[src/rtl/clkrt_pkg.sv]
package clkrt_pkg;
    typedef enum logic [1:0] {
        ST_ISOLATED = 2'd0,
        ST_FORWARD  = 2'd1,
        ST_REVERSE  = 2'd2
    } route_state_e;
endpackage

[src/rtl/clkrt_ctrl.sv]
module clkrt_ctrl
    import clkrt_pkg::*;
#(
    parameter int NCH = 4
) (
    input  logic           clk,
    input  logic           rst_n,
    input  logic           load,
    input  logic [NCH-1:0] en_in,
    input  logic           rev_in,
    output route_state_e   state,
    output logic [NCH-1:0] en_q
);
    route_state_e state_nxt;

    // Next-state selection: T_HOLD, T_LOAD_OFF, T_LOAD_FWD, T_LOAD_REV
    always_comb begin
        state_nxt = state;
        if (load) begin
            if (en_in == '0)
                state_nxt = ST_ISOLATED;
            else if (rev_in)
                state_nxt = ST_REVERSE;
            else
                state_nxt = ST_FORWARD;
        end
    end

    // State register
    always_ff @(posedge clk or negedge rst_n) begin
        if (!rst_n)
            state <= ST_ISOLATED;
        else
            state <= state_nxt;
    end

    // Output register: active channel mask
    always_ff @(posedge clk or negedge rst_n) begin
        if (!rst_n)
            en_q <= '0;
        else if (load)
            en_q <= en_in;
    end

    // without a strobe the routing does not move
    a_r7_hold_without_load: assert property (@(posedge clk) disable iff (!rst_n)
        !load |=> ($stable(en_q) && $stable(state)));

    // a non-empty mask always leaves the isolated state
    a_r8_load_mask_state: assert property (@(posedge clk) disable iff (!rst_n)
        (load && en_in != '0) |=> (state != ST_ISOLATED));
endmodule

[src/rtl/clkrt_fwd.sv]
module clkrt_fwd #(
    parameter int NCH = 4
) (
    input  logic           active,
    input  logic [NCH-1:0] en,
    input  logic           up_level,
    output logic [NCH-1:0] dn_pull
);
    for (genvar g = 0; g < NCH; g++) begin : g_ch
        always_comb dn_pull[g] = active & en[g] & ~up_level;
    end
endmodule

[src/rtl/clkrt_rev.sv]
module clkrt_rev #(
    parameter int NCH = 4
) (
    input  logic           active,
    input  logic [NCH-1:0] en,
    input  logic [NCH-1:0] dn_level,
    output logic           up_pull
);
    logic [NCH-1:0] low_seen;

    for (genvar g = 0; g < NCH; g++) begin : g_ch
        always_comb low_seen[g] = en[g] & ~dn_level[g];
    end

    always_comb up_pull = active & (|low_seen);
endmodule

[src/rtl/clk_route_top.sv]
module clk_route_top
    import clkrt_pkg::*;
#(
    parameter int NCH = 4
) (
    input  logic           clk,
    input  logic           rst_n,
    input  logic           cfg_load,
    input  logic [NCH-1:0] cfg_en,
    input  logic           cfg_rev,
    input  logic           up_level,
    output logic           up_pull,
    input  logic [NCH-1:0] dn_level,
    output logic [NCH-1:0] dn_pull
);
    route_state_e   state;
    logic [NCH-1:0] en_q;
    logic           fwd_on;
    logic           rev_on;

    clkrt_ctrl #(.NCH(NCH)) u_ctrl (
        .clk    (clk),
        .rst_n  (rst_n),
        .load   (cfg_load),
        .en_in  (cfg_en),
        .rev_in (cfg_rev),
        .state  (state),
        .en_q   (en_q)
    );

    always_comb begin
        fwd_on = 1'b0;
        rev_on = 1'b0;
        unique case (state)
            ST_ISOLATED: ;
            ST_FORWARD:  fwd_on = 1'b1;
            ST_REVERSE:  rev_on = 1'b1;
            default:     ;
        endcase
    end

    clkrt_fwd #(.NCH(NCH)) u_fwd (
        .active   (fwd_on),
        .en       (en_q),
        .up_level (up_level),
        .dn_pull  (dn_pull)
    );

    clkrt_rev #(.NCH(NCH)) u_rev (
        .active   (rev_on),
        .en       (en_q),
        .dn_level (dn_level),
        .up_pull  (up_pull)
    );

    // disabled channels are never driven
    a_r3_disabled_quiet: assert property (@(posedge clk) disable iff (!rst_n)
        (dn_pull & ~en_q) == '0);

    // forward mode never drives upstream
    a_r5_no_back_drive: assert property (@(posedge clk) disable iff (!rst_n)
        (state == ST_FORWARD) |-> !up_pull);

    // reverse mode never drives downstream
    a_r2_rev_dn_released: assert property (@(posedge clk) disable iff (!rst_n)
        (state == ST_REVERSE) |-> (dn_pull == '0));

    // the isolated state releases every line
    a_r4_isolated_released: assert property (@(posedge clk) disable iff (!rst_n)
        (state == ST_ISOLATED) |-> (!up_pull && dn_pull == '0));

    // a pulled downstream line implies the upstream line is low
    a_r1_pull_follows_up: assert property (@(posedge clk) disable iff (!rst_n)
        (dn_pull != '0) |-> !up_level);
endmodule

[config.mk]
export PLATFORM = sky130hd
export DESIGN_NAME = clk_route_top
export DESIGN_NICKNAME = d
export VERILOG_FILES = /design/src/rtl/clkrt_pkg.sv /design/src/rtl/clkrt_ctrl.sv /design/src/rtl/clkrt_fwd.sv /design/src/rtl/clkrt_rev.sv /design/src/rtl/clk_route_top.sv
export SDC_FILE = /design/constraint.sdc
export NUM_CORES = 1
export LEC_CHECK = 0
export BUFFER_PORTS_ARGS = -buffer_cell sky130_fd_sc_hd__buf_4
export CAP_MARGIN = 25
export CORE_AREA = 2 2 39 41
export DETAILED_ROUTE_END_ITERATION = 7
export DIE_AREA = 0 0 41 43
export PLACE_DENSITY = 0.48
export SLEW_MARGIN = 0
export SYNTH_ARGS = -nofsm -noshare
export SYNTH_HDL_FRONTEND = slang
export SYNTH_SLANG_ARGS = --single-unit
[constraint.sdc]
create_clock -name clk -period 1.4 [get_ports clk]
set_clock_uncertainty 0.15 [all_clocks]
set_input_delay 0.21 -clock clk [delete_from_list [all_inputs] [get_ports clk]]
set_output_delay 0.21 -clock clk [all_outputs]
set_load 0.03 [all_outputs]
==> Word level (Yosys, flattened, before mapping) <==
Cells that the tools add are included.
{ "totals": {"regBits": 6, "input_bits": 13, "out_inout_bits": 5, "word_cells": 28} }
{ "op_classes": {"eq_ne": 2, "n_mux": 4, "bitwise_logic": 18, "reduce_logical": 2} }
{ "ops": {"columns": ["operator", "n"], "rows": [
  ["AND 1 bit", 13],
  ["NOT 1 bit", 5],
  ["zero test 4 bit", 1],
  ["two-way mux 2 bit", 2],
  ["OR reduction 4 bit", 1],
  ["== test 2 x 1 -> 1 bit, second input constant", 1],
  ["== test 2 bit, second input constant", 1],
  ["two-way mux 1 bit", 2]
]} }

==> Logic depth before layout (Yosys ltp) <==
Gate-level depths: netlist (run 1).
{ "depth": {"word_depth": 4, "mapped_depth": 3, "mapped_depth_nobuf": 2} }

==> Cells and area by module <==
Synthesis (run 1) repeated with hierarchy kept, for this count alone.
{ "hier_totals": {"hier_cells": 28, "area_unflattened_um2": 326.6} }
{ "modules_own_cells": {"columns": ["mod", "instances", "cells_per_inst", "area_each_um2", "seq_area_each_um2"], "rows": [
  ["clkrt_ctrl", 1, 17, 240.2, 150.1],
  ["clkrt_rev", 1, 5, 36.3, 0.0],
  ["clkrt_fwd", 1, 4, 35.0, 0.0],
  ["clk_route_top", 1, 2, 15.0, 0.0]
]} }

==> Worst setup path after synthesis (run 1) <==
Ideal clock, no wire load.
{ "synth_path": {"path_type": "flip-flop to output port", "start": "register u_ctrl.state[0]", "end": "output port up_pull", "t_arrival_ns": 1.035, "t_required_ns": 1.040, "slack_ns": 0.005, "stages_incl_launch_ff": 3, "n_path_buf": 0, "cell_sequence": "dfrtp_1 -> nand2b_1 -> a41oi_1"} }
{ "synth_via": {"elab_chain_len": 3} }
{ "synth_lines": {"columns": ["item", "line_no", "source"], "rows": [
  ["start, declared", "clkrt_ctrl.sv:11", "output route_state_e state,"],
  ["start signal, assigned", "clkrt_ctrl.sv:34", "state <= state_nxt;"],
  ["== test 2 bit", "clk_route_top.sv:34", "unique case (state)"],
  ["two-way mux 1 bit", "clk_route_top.sv:34", null],
  ["AND 1 bit", "clkrt_rev.sv:15", "always_comb up_pull = active & (|low_seen);"],
  ["end, declared", "clk_route_top.sv:12", "output logic up_pull,"]
]} }
Every way passes these cells.

==> Worst setup path after layout (run 1) <==
{ "layout_path": {"start": "register u_ctrl.state[1]", "end": "output port dn_pull[1]"} }
{ "layout_via": {"elab_chain_len": 4} }
{ "layout_lines": {"columns": ["item", "line_no", "source"], "rows": [
  ["== test 2 x 1 -> 1 bit", "clk_route_top.sv:34", null],
  ["two-way mux 1 bit", "clk_route_top.sv:34", null],
  ["AND 1 bit (2 in series)", "clkrt_fwd.sv:10", "always_comb dn_pull[g] = active & en[g] & ~up_level;"],
  ["end, declared", "clk_route_top.sv:14", "output logic [NCH-1:0] dn_pull"]
]} }
Every way passes these cells.

==> results.sh, run 1 <==
export IMPL_max_slew_margin=0.847
export IMPL_drc=0
export IMPL_outcome="finished with violations"
export IMPL_final_cell_mix="buf_4, dfrtp_1, nand2b_1, buf_6"
export IMPL_coreArea_sq_mm=0.00138
export IMPL_period_share=1.08
export IMPL_cts_tree="yes"
export IMPL_grt_pass1_wl_mm=1.20
export IMPL_ys_seq_elements=6
export IMPL_worstSetupPathType="flop to output port"
export IMPL_p_leak_nw=0.273
export IMPL_fin_area_sq_um=574
export IMPL_cts_max_level=1
export IMPL_wire_per_inst_um=11.8
export IMPL_finalSetupTns_ns=-0.497
export IMPL_die_y_um=43
export IMPL_avgViaCountPerCell=4.24
export IMPL_drv_cap=0
export IMPL_cts_made_buffers=3
export IMPL_rows=14
export IMPL_rsz0062_at_grt="true"
export IMPL_setup_slack_ns=-0.109
export IMPL_vias=284
export IMPL_cts_root_buf="clkbuf_4"
export IMPL_worst_pin_slew_ns=0.228
export IMPL_drtIter0Drc=3
export IMPL_synthTopCellsByArea="dfrtp_1, mux2_4, nand2b_1"
export IMPL_diodes=0
export IMPL_overflow=0
export IMPL_irDropWorstVdd_uv=535
export IMPL_crit_path_start_kind="flop"
export IMPL_crit_fanout=4
export IMPL_placed_area_sq_um=487
export IMPL_clock_sinks=6
export IMPL_dieArea_sq_mm=0.00176
export IMPL_final_hold_viol_count=0
export IMPL_min_to="u_ctrl.en_q[3]$_DFFE_PN0P_"
export IMPL_final_common_cell="buf_4"
export IMPL_pre_cts_slack_ns=0.109
export IMPL_clk_latency_ns=0.24
export IMPL_pin_count=18
export IMPL_setup_viol=5
export IMPL_min_path_cells=2
export IMPL_reg2reg_depth=3
export IMPL_min_from="cfg_en[3]"
export IMPL_synth_fp_nets=42
export IMPL_grt_max_degree=9
export IMPL_io_buffers=17
export IMPL_drt_first_pass_iters=3
export IMPL_cp_required_ns=1.04
export IMPL_yosys_area_top_type_share=0.429
export IMPL_cts_max_path_buffers=2
export IMPL_ant_nets=0
export IMPL_finalWirelength_um=790
export IMPL_netlist_cell_type_count=11
export IMPL_finalMaxSlewViolations=0
export IMPL_cp_end_kind="output port"
export IMPL_synth_top_cell_by_area="dfrtp_1"
export IMPL_worstReg2RegStart="u_ctrl.state[1]$_DFFE_PN0P_"
export IMPL_seq_area_frac_synth=0.429
export IMPL_grt_use_total=0.106
export IMPL_grt_pass1_vias=326
export IMPL_r2r_setup_slack_ns=0.45
export IMPL_start_util=0.253
export IMPL_syn2layout_area_growth_pct=63.9
export IMPL_antenna_found_initial=0
export IMPL_violations="negative setup slack"
export IMPL_timing_fmax_mhz=663
export IMPL_avgSynthCellArea_sq_um=12.1
export IMPL_drive_gt1_frac=0.588
export IMPL_layout_min_cycle_time_ns=1.51
export IMPL_cp_data_arrival_time_ns=1.15
export IMPL_holdCritPathClass="input pin to flop"
export IMPL_synth_area_sq_um=350
export IMPL_nNetsFinal=66
export IMPL_regToRegEndpoint="u_ctrl.state[1]$_DFFE_PN0P_"
export IMPL_power_per_cell_area_mw_per_mm2=866
export IMPL_clk_pin_slew_ns=0.04
export IMPL_netlist_instances=29
export IMPL_yosysWarnings=0
export IMPL_die_width_um=41
export IMPL_place_congestion=0.679
-- cell usage after synthesis, drive strengths merged --
cell type  instances
buf                1
a41oi              1
nor4               1
inv                2
and2               4
mux2               4
o22ai              2
nand2              1
dfrtp              6
nor3b              1
nand2b             6
-- logic make-up (layout without fill, tap and decap cells) --
family                 count (synthesis)  after routing  synth area share
AOI/OAI and AO/OA                      3              3            0.0607
muxes                                  4              4             0.171
and+or+nand+nor                       13             13             0.286
buffers and inverters                  3             25            0.0536
DFF                                    6              6             0.429
-- report_power, final --
part           total, W  internal, W  switching, W  leakage (nW)
combinational  0.000140    0.0000827     0.0000569         0.188
sequential     0.000206     0.000191     0.0000146        0.0713
clock          0.000151    0.0000965     0.0000550        0.0138
-- per-layer routing --
layer,part of all wire,global-route usage,vias up
li1,-,-,144
met4,0,0.0800,0
met2,0.53,0.175,13
met1,0.39,0.103,127
met3,0.081,0.0314,0
met5,0,0,-
-- sequential cells by signal, summed over array words and instances, names as in the netlist --
signal and flops:
u_ctrl.en_q 4, u_ctrl.state 2
-- through the flow --
step	hold WS, ns	std cells	util	power [W]
after CTS	0.0717	67	0.410	0.000503
after detailed placement	-0.129	61	0.352	0.000320
final	0.0822	67	0.415	0.000497
after global placement	-0.130	61	0.352	0.000317
after global routing	0.0729	67	0.415	0.000527
after floorplan	-0.236	29	-	0.000268
-- how the worst max path moves through the flow --
stage / cells after the start / start / slack, ns / endpoint
6_report: 3 / u_ctrl.state[1]$_DFFE_PN0P_ / -0.11 / dn_pull[1]
3_3_place_gp: 3 / u_ctrl.state[1]$_DFFE_PN0P_ / 0.14 / dn_pull[3]
2_1_floorplan: 2 / u_ctrl.state[0]$_DFFE_PN0P_ / 0.005 / up_pull
3_5_place_dp: 3 / u_ctrl.state[1]$_DFFE_PN0P_ / 0.11 / dn_pull[3]
4_1_cts: 3 / u_ctrl.state[1]$_DFFE_PN0P_ / -0.14 / dn_pull[3]
5_1_grt: 3 / u_ctrl.state[1]$_DFFE_PN0P_ / -0.21 / dn_pull[2]
-- area by class of cell --
type	count	area, sq um
inverters	2	7.51
clock buffers	3	22.5
well taps	16	20.0
fillers	145	810
multi-input cells	20	203
repair buffers	20	171
flip-flops and latches	6	150
-- worst max-delay path, stage by stage (launching register included) --
cell	delay (ns)
dfrtp_1	0.40
nor3b_4	0.21
and2_1	0.17
buf_6	0.13
-- repair_timing --
| item | in CTS | in global routing |
|---|---|---|
| setup endpoints to repair | 5 | 5 |
| pin swaps | 5 | 1 |
| hold buffers | 1 | 0 |
| setup buffers | 2 | 0 |
| hold endpoints to repair | 6 | 0 |
| resized for setup | 7 | 1 |
Note: power is estimated with default switching activity, not from simulation.
==> inputs of run 2 (changes only) <==
BUFFER_PORTS_ARGS = unset   (was -buffer_cell sky130_fd_sc_hd__buf_4)
DONT_BUFFER_PORTS = 1   (was unset)
PLACE_DENSITY = 0.37   (was 0.48)
==> run 2 against run 1 <==
Net effect: the flow still finishes with violations (negative setup slack); global-route usage up 0.069 points; sequential share of layout area up 3.3 points; worst setup slack better by 0.0057 ns; sequential power about the same; count of clock-buffer cells in the layout unchanged; sequential cell count unchanged; worst hold slack better by 0.041 ns; register-to-register slack worse by 0.11 ns; non-clock buffer count down 9; die area unchanged; via count down 7.7%; power down 2.4%; largest cell class unchanged; largest power group unchanged.
==> results.sh, run 2 (synthesis gave the netlist of run 1 again) <==
export IMPL_outcome="finished with violations"
export IMPL_violations="negative setup slack"
export IMPL_diodes=0
export IMPL_clk_latency_ns=0.24
export IMPL_p_leak_nw=0.223
export IMPL_drtIter0Drc=6
export IMPL_holdWs_ns=0.123
export IMPL_layout_min_cycle_time_ns=1.50
export IMPL_final_common_cell="dlygate4sd3_1"
export IMPL_drive_gt1_frac=0.429
export IMPL_max_slew_margin=0.747
export IMPL_clkPwrFrac=0.328
export IMPL_combPwrFrac=0.241
export IMPL_cts_tree="yes"
export IMPL_worstSetupPathType="flop to output port"
export IMPL_drt_first_pass_iters=3
export IMPL_grt_use_total=0.107
export IMPL_io_buffers=0
export IMPL_final_hold_viol_count=0
export IMPL_cts_max_path_buffers=2
export IMPL_start_util=0.253
export IMPL_irDropWorstVdd_uv=336
export IMPL_vias=262
export IMPL_drc=0
export IMPL_overflow=0
export IMPL_antenna_found_initial=0
export IMPL_wire_per_inst_um=13.0
export IMPL_crit_fanout=4
export IMPL_drv_cap=0
export IMPL_pin_count=18
export IMPL_final_cell_mix="dlygate4sd3_1, nand2b_1, dfrtp_1, and2_4, mux2_4"
export IMPL_die_width_um=41
export IMPL_timing_fmax_mhz=665
export IMPL_largest_register_ffs=4
export IMPL_fin_area_sq_um=509
export IMPL_finalWirelength_um=754
export IMPL_cts_root_buf="clkbuf_4"
export IMPL_power_per_cell_area_mw_per_mm2=953
export IMPL_reg2reg_depth=4
export IMPL_setup_slack_ns=-0.103
export IMPL_grt_max_degree=9
export IMPL_p_seq_frac=0.431
export IMPL_worst_pin_slew_ns=0.379
export IMPL_cp_required_ns=1.04
export IMPL_nNetsFinal=57
export IMPL_place_congestion=0.627
export IMPL_clk_pin_slew_ns=0.05
export IMPL_top_register="u_ctrl.en_q"
export IMPL_swShare=0.266
export IMPL_avgViaCountPerCell=4.52
export IMPL_period_share=1.07
export IMPL_grt_pass1_wl_mm=1.19
export IMPL_power_switching_w=0.000129
export IMPL_rsz0062_at_grt="true"
export IMPL_rows=14
export IMPL_holdCritPathClass="input pin to asynchronous set/reset pin"
export IMPL_dieArea_sq_mm=0.00176
export IMPL_ant_nets=0
export IMPL_syn2layout_area_growth_pct=45.4
export IMPL_cp_end_kind="output port"
export IMPL_die_y_um=43
export IMPL_clock_sinks=6
export IMPL_p_int_w=0.000356
export IMPL_cp_data_arrival_time_ns=1.14
export IMPL_finalMaxSlewViolations=0
export IMPL_cts_made_buffers=3
export IMPL_grt_pass1_vias=286
export IMPL_placed_area_sq_um=367
export IMPL_reg_top3="u_ctrl.en_q x4, u_ctrl.state x2"
export IMPL_cts_max_level=1
export IMPL_setup_viol=5
export IMPL_crit_path_start_kind="flop"
export IMPL_coreArea_sq_mm=0.00138
## run 2: cell types whose count changed in the layout (fill, tap and decap cells not counted)
| cell | previous run | this run |
|---|---|---|
| buf_4 | 14 | 3 |
| buf_6 | 5 | 1 |
| nand2b_1 | 5 | 6 |
| dlygate4sd3_1 | 1 | 7 |
| and2_4 | 0 | 4 |
| nand2b_4 | 1 | 0 |
| and2_1 | 4 | 0 |
## run 2: routing by layer
layer	track usage	wire length [um]	part of all wire
met1	0.118	295	0.39
met2	0.147	367	0.49
met3	0.0419	82	0.11
met4	0.100	8	0.011
met5	0	0	0
## run 2: area by class of cell
cell class / count / area (sq um)
Tap cell: 16 / 20.0
Sequential cell: 6 / 150
Clock buffer: 3 / 22.5
Fill cell: 148 / 875
Inverter: 2 / 7.51
Multi-Input combinational cell: 20 / 205
Timing Repair Buffer: 11 / 104
## run 2: worst paths after layout
check / startpoint / endpoint / slack (ns)
setup / recovery: u_ctrl.state[1]$_DFFE_PN0P_ / dn_pull[0] / -0.10
hold / removal: rst_n / u_ctrl.en_q[2]$_DFFE_PN0P_ / 0.12
setup reg to reg: u_ctrl.state[1]$_DFFE_PN0P_ / u_ctrl.state[1]$_DFFE_PN0P_ / 0.34
hold reg to reg: u_ctrl.en_q[0]$_DFFE_PN0P_ / u_ctrl.en_q[0]$_DFFE_PN0P_ / 0.39
max in group asynchronous: rst_n / u_ctrl.en_q[1]$_DFFE_PN0P_ / 0.76
min in group clk: u_ctrl.en_q[0]$_DFFE_PN0P_ / u_ctrl.en_q[0]$_DFFE_PN0P_ / 0.39
## run 2: critical path, stage by stage, from the launching register on
cell and delay [ns]:
dfrtp_1 0.41, nor3b_4 0.25, and2_4 0.24
## run 2: power groups by stage
stage	clock network, W	registers, W	logic, W
after floorplan	0	0.000203	0.0000652
after global placement	0	0.000208	0.0000666
after detailed placement	0	0.000210	0.0000671
after CTS	0.000163	0.000209	0.000114
after global routing	0.000176	0.000211	0.000126
final	0.000159	0.000209	0.000117
## run 2: per-stage QoR
stage                     std cells  utilization  TNS [ns]  setup slack (ns)  total power, W
after detailed placement         45        0.265         0            0.0668        0.000277
after CTS                        57        0.363    -0.478            -0.105        0.000486
after floorplan                  29            -         0           0.00522        0.000268
final                            58        0.368    -0.477            -0.103        0.000485
after global routing             58        0.368    -0.706            -0.147        0.000513
after global placement           45        0.265         0            0.0997        0.000274
## run 2: timing repair
action / CTS / global route
pin swaps: 3 / 2
hold endpoints to repair: 12 / 0
setup buffers: 2 / 1
resized for setup: 11 / 0
setup endpoints to repair: 5 / 5
hold buffers: 7 / 0
==> inputs of run 3 (changes only) <==
CELL_PAD_IN_SITES_DETAIL_PLACEMENT = 2   (was unset)
CELL_PAD_IN_SITES_GLOBAL_PLACEMENT = 2   (was unset)
PLACE_DENSITY = 0.53   (was 0.37)
SYNTH_HIERARCHICAL = 1   (was unset)
==> run 3 against run 2 <==
Net effect: the flow still finishes with violations (negative setup slack); worst hold slack worse by 0.077 ns; synthesized cell count down 3.4%; count of clock-buffer cells in the layout unchanged; clock power about the same; critical path type unchanged; design area down 6.4%; combinational power down 9%; worst setup slack worse by 0.15 ns; sequential power down 4%; sequential cell count unchanged; power down 4.0%; non-clock buffer count unchanged; register-to-register slack about the same.
==> results.sh, run 3 <==
export IMPL_place_congestion=0.689
export IMPL_antenna_found_initial=0
export IMPL_clk_latency_ns=0.24
export IMPL_nNetsFinal=56
export IMPL_synth_area_sq_um=327
export IMPL_cts_tree="yes"
export IMPL_p_total_w=0.000466
export IMPL_synth_top_cell_by_area="dfrtp_1"
export IMPL_overflow=0
export IMPL_worstSetupPathType="flop to output port"
export IMPL_irDropWorstVdd_uv=295
export IMPL_crit_fanout=2
export IMPL_cts_root_buf="clkbuf_4"
export IMPL_worst_pin_slew_ns=0.364
export IMPL_cts_max_path_buffers=2
export IMPL_start_util=0.236
export IMPL_dp_hpwl_um=655
export IMPL_grt_pass1_vias=316
export IMPL_cp_data_arrival_time_ns=1.29
export IMPL_cts_max_level=1
export IMPL_io_buffers=0
export IMPL_p_leak_nw=0.220
export IMPL_synth_most_common_cell="dfrtp_1"
export IMPL_final_common_cell="dlygate4sd3_1"
export IMPL_p_seq_frac=0.431
export IMPL_die_width_um=41
export IMPL_grt_max_degree=8
export IMPL_yosysWarnings=6
export IMPL_grt_use_total=0.113
export IMPL_drtIter0Drc=3
export IMPL_power_per_cell_area_mw_per_mm2=977
export IMPL_reg2reg_depth=2
export IMPL_placed_area_sq_um=372
export IMPL_swShare=0.253
export IMPL_holdCritPathClass="input pin to flop"
export IMPL_coreArea_sq_mm=0.00138
export IMPL_power_switching_w=0.000118
export IMPL_drive_gt1_frac=0.439
export IMPL_netlist_cell_type_count=10
export IMPL_min_path_cells=2
export IMPL_drv_cap=0
export IMPL_nFillCells=159
export IMPL_ant_nets=0
export IMPL_cts_made_buffers=3
export IMPL_cp_required_ns=1.04
export IMPL_layout_min_cycle_time_ns=1.65
export IMPL_period_share=1.18
export IMPL_avgSynthCellArea_sq_um=11.7
export IMPL_grt_pass1_wl_mm=1.27
export IMPL_clock_sinks=6
export IMPL_cp_end_kind="output port"
export IMPL_synth_common_cells="dfrtp_1, nor2b_1, and3b_1, mux2_2, inv_1"
export IMPL_ys_flop_type="dfrtp_1"
export IMPL_final_cell_mix="dlygate4sd3_1, dfrtp_1"
export IMPL_regArea_sq_um=150
export IMPL_setup_viol=5
export IMPL_diodes=0
export IMPL_max_slew_margin=0.755
export IMPL_largest_register_ffs=4
export IMPL_outcome="finished with violations"
export IMPL_finalSetupTns_ns=-0.638
export IMPL_seq_area_frac_synth=0.460
export IMPL_crit_path_start_kind="flop"
export IMPL_timing_fmax_mhz=605
export IMPL_avgViaCountPerCell=4.84
export IMPL_violations="negative setup slack"
export IMPL_multi_input_area_sq_um=173
export IMPL_wire_per_inst_um=14.1
export IMPL_ys_seq_elements=6
export IMPL_synthTopCellsByArea="dfrtp_1, mux2_2, and3b_1"
export IMPL_die_y_um=43
export IMPL_setup_slack_ns=-0.252
export IMPL_synth_edf_count=0
export IMPL_finalWirelength_um=805
export IMPL_fin_area_sq_um=477
export IMPL_reg_top3="u_ctrl/en_q x4, u_ctrl/state x2"
export IMPL_pin_count=18
export IMPL_top_register="u_ctrl/en_q"
export IMPL_pre_cts_slack_ns=0.000578
export IMPL_dieArea_sq_mm=0.00176
export IMPL_finalMaxSlewViolations=0
export IMPL_rows=14
export IMPL_async_reset_ff_frac=1.00
export IMPL_combPwrFrac=0.230
export IMPL_rsz0062_at_grt="true"
export IMPL_yosys_area_top_type_share=0.460
export IMPL_clkPwrFrac=0.339
export IMPL_clk_pin_slew_ns=0.05
export IMPL_p_int_w=0.000348
export IMPL_final_hold_viol_count=0
export IMPL_drc=0
export IMPL_syn2layout_area_growth_pct=46.0
export IMPL_netlist_instances=28
export IMPL_synth_fp_nets=41
export IMPL_drt_first_pass_iters=3
export IMPL_vias=276
==> run 3: cell families (layout without fill, tap and decap cells) <==
family | Yosys count | after routing | share of synthesized area
buffers and inverters | 4 | 17 | 0.0498
AOI/OAI and AO/OA | 4 | 4 | 0.123
DFF | 6 | 6 | 0.460
and+or+nand+nor | 10 | 10 | 0.230
muxes | 4 | 4 | 0.138
==> run 3: power by group through the flow <==
stage	clock [W]	combinational, W	sequential, W
after floorplan	0	0.0000595	0.000201
after global placement	0	0.0000803	0.000202
after detailed placement	0	0.0000827	0.000204
after CTS	0.000164	0.000106	0.000201
after global routing	0.000174	0.000117	0.000204
final	0.000158	0.000107	0.000201
==> run 3: area by class of cell <==
cell class	count	area share
inverter	3	0.0236
sequential	6	0.315
tap	16	0.0420
clock buffer	3	0.0472
timing repair buffer	11	0.210
multi-input combinational	18	0.362
==> run 3: metrics by stage <==
step                      instances  utilization  hold slack [ns]
final                            57        0.344           0.0462
after global routing             57        0.344           0.0624
after CTS                        57        0.339           0.0339
after detailed placement         47        0.269           -0.235
after global placement           47        0.269           -0.235
after floorplan                  28            -           -0.236
==> run 3: final timing paths <==
check	slack (ns)	from	endpoint
max	-0.25	u_ctrl/en_q[2]$_DFFE_PN0P_	up_pull
min	0.05	cfg_en[2]	u_ctrl/state[1]$_DFFE_PN0P_
max reg2reg	0.35	u_ctrl/en_q[2]$_DFFE_PN0P_	u_ctrl/en_q[2]$_DFFE_PN0P_
min reg2reg	0.40	u_ctrl/state[1]$_DFFE_PN0P_	u_ctrl/state[1]$_DFFE_PN0P_
max in group asynchronous	0.76	rst_n	u_ctrl/en_q[3]$_DFFE_PN0P_
min in group asynchronous	0.12	rst_n	u_ctrl/en_q[1]$_DFFE_PN0P_
==> run 3: what timing repair did <==
action	4_1_cts	5_1_grt
gates resized for setup	4	2
setup endpoints to repair	5	5
endpoints found under the hold margin	12	0
setup buffers	0	0
pin swaps	2	1
hold buffers	7	0
==> run 3: worst max-delay path: stages, from the launching register on <==
cell and delay (ns):
dfrtp_1 0.39, nor2b_4 0.13, o41a_1 0.53
==> run 3: routing by layer <==
layer	global-route usage	wire length (um)
met4	0.0800	8
met1	0.129	338
met2	0.163	380
met5	0	0
met3	0.0471	78
